[src/rtl/pwm_pair_pkg.sv]
package pwm_pair_pkg;
    localparam int NCH        = 2;
    localparam int CNT_W      = 16;
    localparam int DIV_W      = 7;
    localparam int SEL_W      = 2;
    localparam int NSRC       = 1 << SEL_W;
    localparam int REG_W      = 32;
    localparam int ADDR_W     = 2;
    localparam int EN_LSB     = 0;
    localparam int SEL_LSB    = 4;
    localparam int DIV_LSB    = 8;
    localparam int DIV_STRIDE = 8;
    localparam int INV_LSB    = 26;
    localparam int KONST_LSB  = 28;
    localparam logic [ADDR_W-1:0] ADDR_CTRL = ADDR_W'(NCH);

    typedef enum logic [1:0] {PH_OFF, PH_HIGH, PH_LOW, PH_ZERO} phase_e;

    typedef struct packed {
        logic             en;
        logic [SEL_W-1:0] sel;
        logic [DIV_W-1:0] div;
        logic             inv;
        logic             konst;
    } chan_cfg_t;

    // high count occupies the upper half, as in the register layout
    typedef struct packed {
        logic [CNT_W-1:0] hi;
        logic [CNT_W-1:0] lo;
    } counts_t;

    typedef struct packed {
        phase_e           ph;
        logic [CNT_W-1:0] left;
        logic [CNT_W-1:0] lo_l;
    } phase_st_t;

    function automatic chan_cfg_t cfg_of(logic [REG_W-1:0] c, int ch);
        chan_cfg_t r;
        r.en    = c[EN_LSB + ch];
        r.sel   = c[SEL_LSB + SEL_W*ch +: SEL_W];
        r.div   = c[DIV_LSB + DIV_STRIDE*ch +: DIV_W];
        r.inv   = c[INV_LSB + ch];
        r.konst = c[KONST_LSB + ch];
        return r;
    endfunction

    // state at the start of a high phase; empty phases are skipped
    function automatic phase_st_t begin_high(counts_t c);
        phase_st_t s;
        s.lo_l = c.lo;
        if (c.hi != '0) begin
            s.ph   = PH_HIGH;
            s.left = c.hi;
        end else if (c.lo != '0) begin
            s.ph   = PH_LOW;
            s.left = c.lo;
        end else begin
            s.ph   = PH_ZERO;
            s.left = '0;
        end
        return s;
    endfunction
endpackage

[src/rtl/pwm_regfile.sv]
module pwm_regfile
    import pwm_pair_pkg::*;
(
    input  logic                        clk,
    input  logic                        rst,
    input  logic                        we,
    input  logic [ADDR_W-1:0]           addr,
    input  logic [REG_W-1:0]            wdata,
    output logic [REG_W-1:0]            rdata,
    output logic [REG_W-1:0]            ctrl_q,
    output logic [NCH-1:0][REG_W-1:0]   cnt_q
);
    always_ff @(posedge clk) begin
        if (rst) begin
            ctrl_q <= '0;
            cnt_q  <= '0;
        end else if (we) begin
            if (addr == ADDR_CTRL)
                ctrl_q <= wdata;
            for (int i = 0; i < NCH; i++)
                if (addr == ADDR_W'(i))
                    cnt_q[i] <= wdata;
        end
    end

    always_comb begin
        rdata = '0;
        if (addr == ADDR_CTRL)
            rdata = ctrl_q;
        for (int i = 0; i < NCH; i++)
            if (addr == ADDR_W'(i))
                rdata = cnt_q[i];
    end
endmodule

[src/rtl/pwm_prescale.sv]
module pwm_prescale
    import pwm_pair_pkg::*;
#(
    parameter int P_NSRC  = NSRC,
    parameter int P_SEL_W = SEL_W,
    parameter int P_DIV_W = DIV_W
) (
    input  logic               clk,
    input  logic               rst,
    input  logic               en,
    input  logic [P_SEL_W-1:0] sel,
    input  logic [P_DIV_W-1:0] div,
    input  logic [P_NSRC-1:0]  src_stb,
    output logic               tick
);
    logic [P_DIV_W-1:0] pc_q;
    logic               stb;

    assign stb  = src_stb[sel];
    // >= keeps the counter bounded when the divider shrinks mid-count
    assign tick = en && stb && (pc_q >= div);

    always_ff @(posedge clk) begin
        if (rst || !en)
            pc_q <= '0;
        else if (stb)
            pc_q <= tick ? '0 : pc_q + P_DIV_W'(1);
    end
endmodule

[src/rtl/pwm_phase.sv]
module pwm_phase
    import pwm_pair_pkg::*;
(
    input  logic      clk,
    input  logic      rst,
    input  chan_cfg_t cfg,
    input  counts_t   cnt,
    input  logic      tick,
    output logic      level
);
    phase_st_t st_q, st_d;
    logic      raw;

    always_comb begin
        st_d = st_q;
        if (!cfg.en) begin
            st_d.ph   = PH_OFF;
            st_d.left = '0;
            st_d.lo_l = '0;
        end else if (st_q.ph == PH_OFF) begin
            st_d = begin_high(cnt);
        end else if (tick) begin
            unique case (st_q.ph)
                PH_HIGH: begin
                    if (st_q.left > CNT_W'(1))
                        st_d.left = st_q.left - CNT_W'(1);
                    else if (st_q.lo_l != '0) begin
                        st_d.ph   = PH_LOW;
                        st_d.left = st_q.lo_l;
                    end else
                        st_d = begin_high(cnt);
                end
                PH_LOW: begin
                    if (st_q.left > CNT_W'(1))
                        st_d.left = st_q.left - CNT_W'(1);
                    else
                        st_d = begin_high(cnt);
                end
                default: st_d = begin_high(cnt);
            endcase
        end
    end

    always_ff @(posedge clk) begin
        if (rst) begin
            st_q.ph   <= PH_OFF;
            st_q.left <= '0;
            st_q.lo_l <= '0;
        end else begin
            st_q <= st_d;
        end
    end

    always_comb begin
        if (cfg.konst)
            raw = (cnt.hi != '0) && (cnt.lo == '0);
        else
            raw = (st_q.ph == PH_HIGH);
        level = cfg.en ? (raw ^ cfg.inv) : cfg.inv;
    end
endmodule

[src/rtl/pwm_pair.sv]
module pwm_pair
    import pwm_pair_pkg::*;
(
    input  logic              clk,
    input  logic              rst,
    input  logic              bus_we,
    input  logic [ADDR_W-1:0] bus_addr,
    input  logic [REG_W-1:0]  bus_wdata,
    output logic [REG_W-1:0]  bus_rdata,
    input  logic [NSRC-1:0]   src_stb,
    output logic [NCH-1:0]    pwm_out
);
    logic [REG_W-1:0]          ctrl_q;
    logic [NCH-1:0][REG_W-1:0] cnt_q;

    pwm_regfile u_regs (
        .clk    (clk),
        .rst    (rst),
        .we     (bus_we),
        .addr   (bus_addr),
        .wdata  (bus_wdata),
        .rdata  (bus_rdata),
        .ctrl_q (ctrl_q),
        .cnt_q  (cnt_q)
    );

    for (genvar ch = 0; ch < NCH; ch++) begin : g_chan
        chan_cfg_t cfg;
        counts_t   cnt;
        logic      tick;

        assign cfg = cfg_of(ctrl_q, ch);
        assign cnt = counts_t'(cnt_q[ch]);

        pwm_prescale u_pre (
            .clk     (clk),
            .rst     (rst),
            .en      (cfg.en),
            .sel     (cfg.sel),
            .div     (cfg.div),
            .src_stb (src_stb),
            .tick    (tick)
        );

        pwm_phase u_phase (
            .clk   (clk),
            .rst   (rst),
            .cfg   (cfg),
            .cnt   (cnt),
            .tick  (tick),
            .level (pwm_out[ch])
        );
    end
endmodule

[config.mk]
export PLATFORM = sky130hd
export DESIGN_NAME = pwm_pair
export DESIGN_NICKNAME = d
export VERILOG_FILES = /design/src/rtl/pwm_pair_pkg.sv /design/src/rtl/pwm_regfile.sv /design/src/rtl/pwm_prescale.sv /design/src/rtl/pwm_phase.sv /design/src/rtl/pwm_pair.sv
export SDC_FILE = /design/constraint.sdc
export NUM_CORES = 1
export LEC_CHECK = 0
export BUFFER_PORTS_ARGS = -buffer_cell sky130_fd_sc_hd__clkbuf_2
export CAP_MARGIN = 30
export CORE_AREA = 4 4 215 112
export CTS_BUF_LIST = sky130_fd_sc_hd__clkbuf_16
export CTS_CLUSTER_SIZE = 10
export DETAILED_ROUTE_END_ITERATION = 7
export DIE_AREA = 0 0 219 116
export PLACE_DENSITY = 0.65
export SLEW_MARGIN = 20
export SYNTH_ARGS = -nofsm -noshare
export SYNTH_HDL_FRONTEND = slang
export SYNTH_SLANG_ARGS = --single-unit
[constraint.sdc]
create_clock -name clk -period 2.4 [get_ports clk]
set_input_delay 0.48 -clock clk [delete_from_list [all_inputs] [get_ports clk]]
set_output_delay 0.48 -clock clk [all_outputs]
set_load 0.05 [all_outputs]
### Word-level counts from Yosys, hierarchy flattened

Index checks and enable logic that the tools add are counted.

* register bits: 178
* input port bits: 41
* output and inout port bits: 34
* word-level logic and storage cells: 108

* add/subtract/negate cells: 4
* $lt $le $gt $ge: 6
* equal/unequal tests: 12
* mux-type cells: 39
* bitwise operators: 4
* reductions and logical operators: 32

Operators by type and width (number)
* $mux W16: 10
* $mux W34: 4
* $pmux W34 S2: 2
* $mux W32: 3
* $reduce_bool A16 Y1: 6
* $mux W18: 4
* $mux W17: 2
* $gt A16 B1 Y1 const B: 2
* $logic_not A16 Y1: 2
* $sub A16 B1 Y16 const B: 2
* $ne A3 B2 Y1 const B: 6
* $add A7 B1 Y7 const B: 2
* $ge A7 B7 Y1: 2
* $mux W7: 2
* $mux W2: 4
* $reduce_and A4 Y1: 2
* $eq A2 B1 Y1 const B: 3
* $eq A2 B2 Y1 const B: 3
* $logic_and A1 B1 Y1: 6
* $logic_not A2 Y1: 3
* $lt A2 B3 Y1 const B: 2
* $mux W1: 6
* $reduce_and A2 Y1: 3
* $reduce_and A3 Y1: 2
* other kinds (7): 14

### Longest topological paths before layout

* word-level depth: 8
* gate-level depth with buffers: 10
* mapped depth without buffers: 8

### By module

Synthesis repeated with hierarchy kept, for this count alone.

* cells, all modules: 1214
* area total of the unflattened synthesis: 10934.2 sq um

Modules (own cells, without submodules)
* pwm_regfile: times used 1, cells an instance 428, area an instance 4606.9 sq um, seq. area each 1921.8 sq um
* pwm_phase (g_chan[1].u_phase): times used 1, cells an instance 321, area an instance 2556.2 sq um, seq. area each 680.7 sq um
* pwm_phase (g_chan[0].u_phase): times used 1, cells an instance 321, area an instance 2547.4 sq um, seq. area each 680.7 sq um
* pwm_prescale: times used 2, cells an instance 72, area an instance 611.8 sq um, seq. area each 140.1 sq um

### Least setup slack after synthesis

OpenSTA, ideal clock, no wires.

* path type: input -> output
* from: in bus_addr[1]
* to: out bus_rdata[10]
* arrival time: 2474 ps
* path slack: -554 ps
* cell stages on the path: 4
* cell sequence: clkbuf_1 buf_1 mux2i_1 o21ai_0

* word-level cells in the longest chain between the ends: 4
* elaborated cells on any way between the ends: 6

RTL lines
* from (decl): line pwm_pair.sv:7 `input logic [ADDR_W-1:0] bus_addr,`
* $eq A2 B2 Y1: line pwm_regfile.sv:28 `if (addr == ADDR_CTRL)`
* $mux W32: line pwm_regfile.sv:28
* $mux W32: line pwm_regfile.sv:31 `if (addr == ADDR_W'(i))`
* $mux W32 *: line pwm_regfile.sv:31
* to (decl): line pwm_pair.sv:9 `output logic [REG_W-1:0] bus_rdata,`

Mark *: on every way between the ends. The rest lies on a longest branch, timed or not.

### Worst setup path after layout

* from: reg u_regs.cnt_q[46] (netlist bit)
* to: out pwm_out[1]

* word-level cells in the longest chain between the ends: 5

RTL lines
* from (decl): line pwm_regfile.sv:11 `output logic [NCH-1:0][REG_W-1:0] cnt_q`
* from (signal, indexed assignment): line pwm_regfile.sv:22 `cnt_q[i] <= wdata;`
* $logic_not A16 Y1: line pwm_phase.sv:56 `raw = (cnt.hi != '0) && (cnt.lo == '0);`
* $logic_and A1 B1 Y1: line pwm_phase.sv:56
* $mux W1: line pwm_phase.sv:55 `if (cfg.konst)`
* $xor A1 B1 Y1: line pwm_phase.sv:59 `level = cfg.en ? (raw ^ cfg.inv) : cfg.inv;`
* $mux W1: line pwm_phase.sv:59
* to (decl): line pwm_pair.sv:11 `output logic [NCH-1:0] pwm_out`

Every way passes these cells.

==> impl_metrics.tcl <==
set metrics [dict create \
    slowest_delay_ps 420 \
    postCtsHoldBufs 0 \
    synth_cell_types 77 \
    synth_cells 1282 \
    syn-num-nets 1349 \
    crit_path_frequent_cell "buf_4" \
    htreeDepth 4 \
    fin_ws_ps -603 \
    layout_common_cells "nand2_1, dfxtp_1, buf_4" \
    rsz0062_at_grt "yes" \
    core_um2 22300 \
    arrival_ps 2520 \
    cp_slowest_cell "or3b_4" \
    track_usage_pct 29.2 \
    cts_tree "done" \
    max-cap-violations 0 \
    dpl.hpwl_um 28300 \
    fin_crit_ps 3000 \
    worstPathMaxFanout 2 \
    ys_seq_area_share_pct 36.2 \
    ys_ff_latch 178 \
    critical_path_class "reg -> out" \
    port_buffers 74 \
    layout-drive-gt1-share_pct 23.8 \
    p_leak_uw 0.00491 \
    power_density_nw_per_um2 537 \
    ys_async_sr_fraction_pct 0 \
    place_congestion 0.977 \
    critical_path.endpoint_type "primary output" \
    antenna_found_initial 0 \
    grt_max_degree 65 \
    synth_top_area_cell "dfxtp_1" \
    die_area_um2 25400 \
    num-nets-final 1502 \
    routed_wirelength_um 36900 \
    area_growth_pct 30.8 \
    synth_top_area_share_pct 36.2 \
    cts_root_buf "clkbuf_16" \
    skew_ps 10.0 \
    die_h_um 116 \
    yosys_warnings 0 \
    crit_buf_inv 3 \
    clockBufferDepth 2 \
    crit_chain "nor4_4 > buf_4 > nand4_1 > or3b_4 > o21ai_1 > nand2_1 > xnor2_1 > buf_4 > buf_12" \
    finalPower_uw 6910 \
    wl_per_cell_um 21.0 \
    status "finished with violations" \
    cts_made_buffers 17 \
    synth_edf_count 0 \
    dp.cells 1718 \
    dr.pass1.iters 5 \
    syn_avg_cell_area_um2 7.67 \
    clock_sinks 178 \
    final_max_slew_viol_count 0 \
    highest_layer "met5" \
    synth.area.top_cells "dfxtp_1, nand2_1, a21oi_1, o21ai_0, mux2i_1" \
    wl_met1_um 17700 \
    start_util_pct 44.0 \
    synthesis.area_um2 9840 \
    fin_cells 1756 \
    die_w_um 219 \
    grt_pass1_wl_um 56400 \
    drtIter0Drc 1533 \
    vias_per_cell 6.02 \
    num_rows 39 \
    tightestPinTransition_ps 746 \
    wl_met3_um 5450 \
    crit_family "simple AND/OR/NAND/NOR gates" \
    ir_drop_mv 0.385 \
    setup_viol 2 \
    grt_pass1_vias 9550 \
    ant_nets 0 \
    drc 0 \
    start_kind "register" \
    hold_viol 0 \
    clk_pin_slew_worst_paths_ps 70 \
    via_count 10600 \
    hold_path_class "in -> reg" \
    relSlewSlack_pct 50.3 \
    clock.fmax_mhz 333 \
    violations "setup timing" \
    gr-total-overflow 0 \
    timing.final.crit_share_pct 125 \
    insertion_delay_ps 460 \
    final_common_cell "nand2_1" \
    ios 75 \
    worstPathRequired_ps 1920 \
    synth_top_flop_cell "dfxtp_1" \
    wl_met2_um 13100 \
]
==> per-stage QoR <==
stage / setup WS [ps] / hold slack [ps] / instance area (um^2) / util (%) / setup TNS, ps
after global routing: -643 / 277 / 12900 / 57.6 / -989
after global placement: -192 / 442 / 12100 / 53.9 / -1500
after CTS: -586 / 251 / 12800 / 57.1 / -874
after floorplan: 57.0 / 436 / 9950 / - / 0
final: -603 / 278 / 12900 / 57.6 / -887
after detailed placement: -147 / 447 / 12100 / 54.0 / -162
==> registers in the layout, summed over array words and instances (netlist names) <==
| register | flops |
|---|---|
| u_regs.cnt_q | 64 |
| g_chan.u_phase.st_q | 68 |
| u_regs.ctrl_q | 32 |
| g_chan.u_pre.pc_q | 14 |
==> synth_stat cells, drive strengths merged (5+ instances only) <==
cell and number:
nor2 50, a221oi 7, xor2 14, or2 5, or3 6, a31oi 11, a21oi 140, a41oi 19
a211oi 25, xnor2 18, o21ai 82, nand2b 5, o211ai 25, nand2 281, and2 5, inv 27
buf 22, mux2i 34, nand3 65, ha 26, nor2b 6, nand4 12, clkbuf 71, a21o 18
nor3 17, nor4 29, dfxtp 178, or4 11
==> kinds of logic after synthesis <==
kind of cell    after synthesis  share of synthesized area, %
simple gates                511                          24.1
compound gates              376                          24.3
flops                       178                          36.2
buf+inv                     122                          5.23
mux                          37                          4.03
xor+xnor                     32                          2.85
fa+ha+maj                    26                          3.31
==> routing by layer <==
layer | global-route usage [%] | vias up
met5 | 0 | -
met4 | 7.24 | 2
met3 | 11.8 | 50
met2 | 35.8 | 604
met1 | 45.6 | 4961
li1 | - | 4946
==> worst reg2reg max path, stage by stage, from the launching register on <==
cell and delay (ps):
dfxtp_1 310, or3_1 430, or4_4 600, nor3_4 210
buf_4 160, a21o_4 200, a41oi_1 160, o211ai_1 130
==> final timing paths <==
path	slack (ps)	end	startpoint	cells after the start
hold / removal	280	u_regs.cnt_q[23]$_SDFFE_PP0P_	bus_wdata[23]	3
setup reg to reg	100	g_chan[0].u_phase.st_q[14]$_SDFFE_PP0P_	g_chan[0].u_phase.st_q[27]$_SDFFE_PP0P_	7
hold reg to reg	460	u_regs.ctrl_q[25]$_SDFFE_PP0P_	u_regs.ctrl_q[25]$_SDFFE_PP0P_	2
setup / recovery	-600	pwm_out[1]	u_regs.cnt_q[46]$_SDFFE_PP0P_	9
==> what timing repair did <==
action / CTS / global route
endpoints found under the setup margin: 16 / 39
setup buffers: 2 / 3
resized for setup: 23 / 20
pin swaps: 11 / 9
==> power breakdown <==
part | switching, uW | internal, uW
logic | 658 | 446
clock network | 1310 | 1440
registers | 45.8 | 3010
==> area by class of cell <==
class / instances / area, um^2
inverters: 29 / 109
well taps: 307 / 384
repair buffers: 227 / 2150
clock inverters: 15 / 138
diodes: 1 / 2.50
fillers: 2063 / 9480
flip-flops and latches: 178 / 3570
multi-input cells: 982 / 6090
clock buffers: 17 / 425
(Power assumes the default switching activity.)
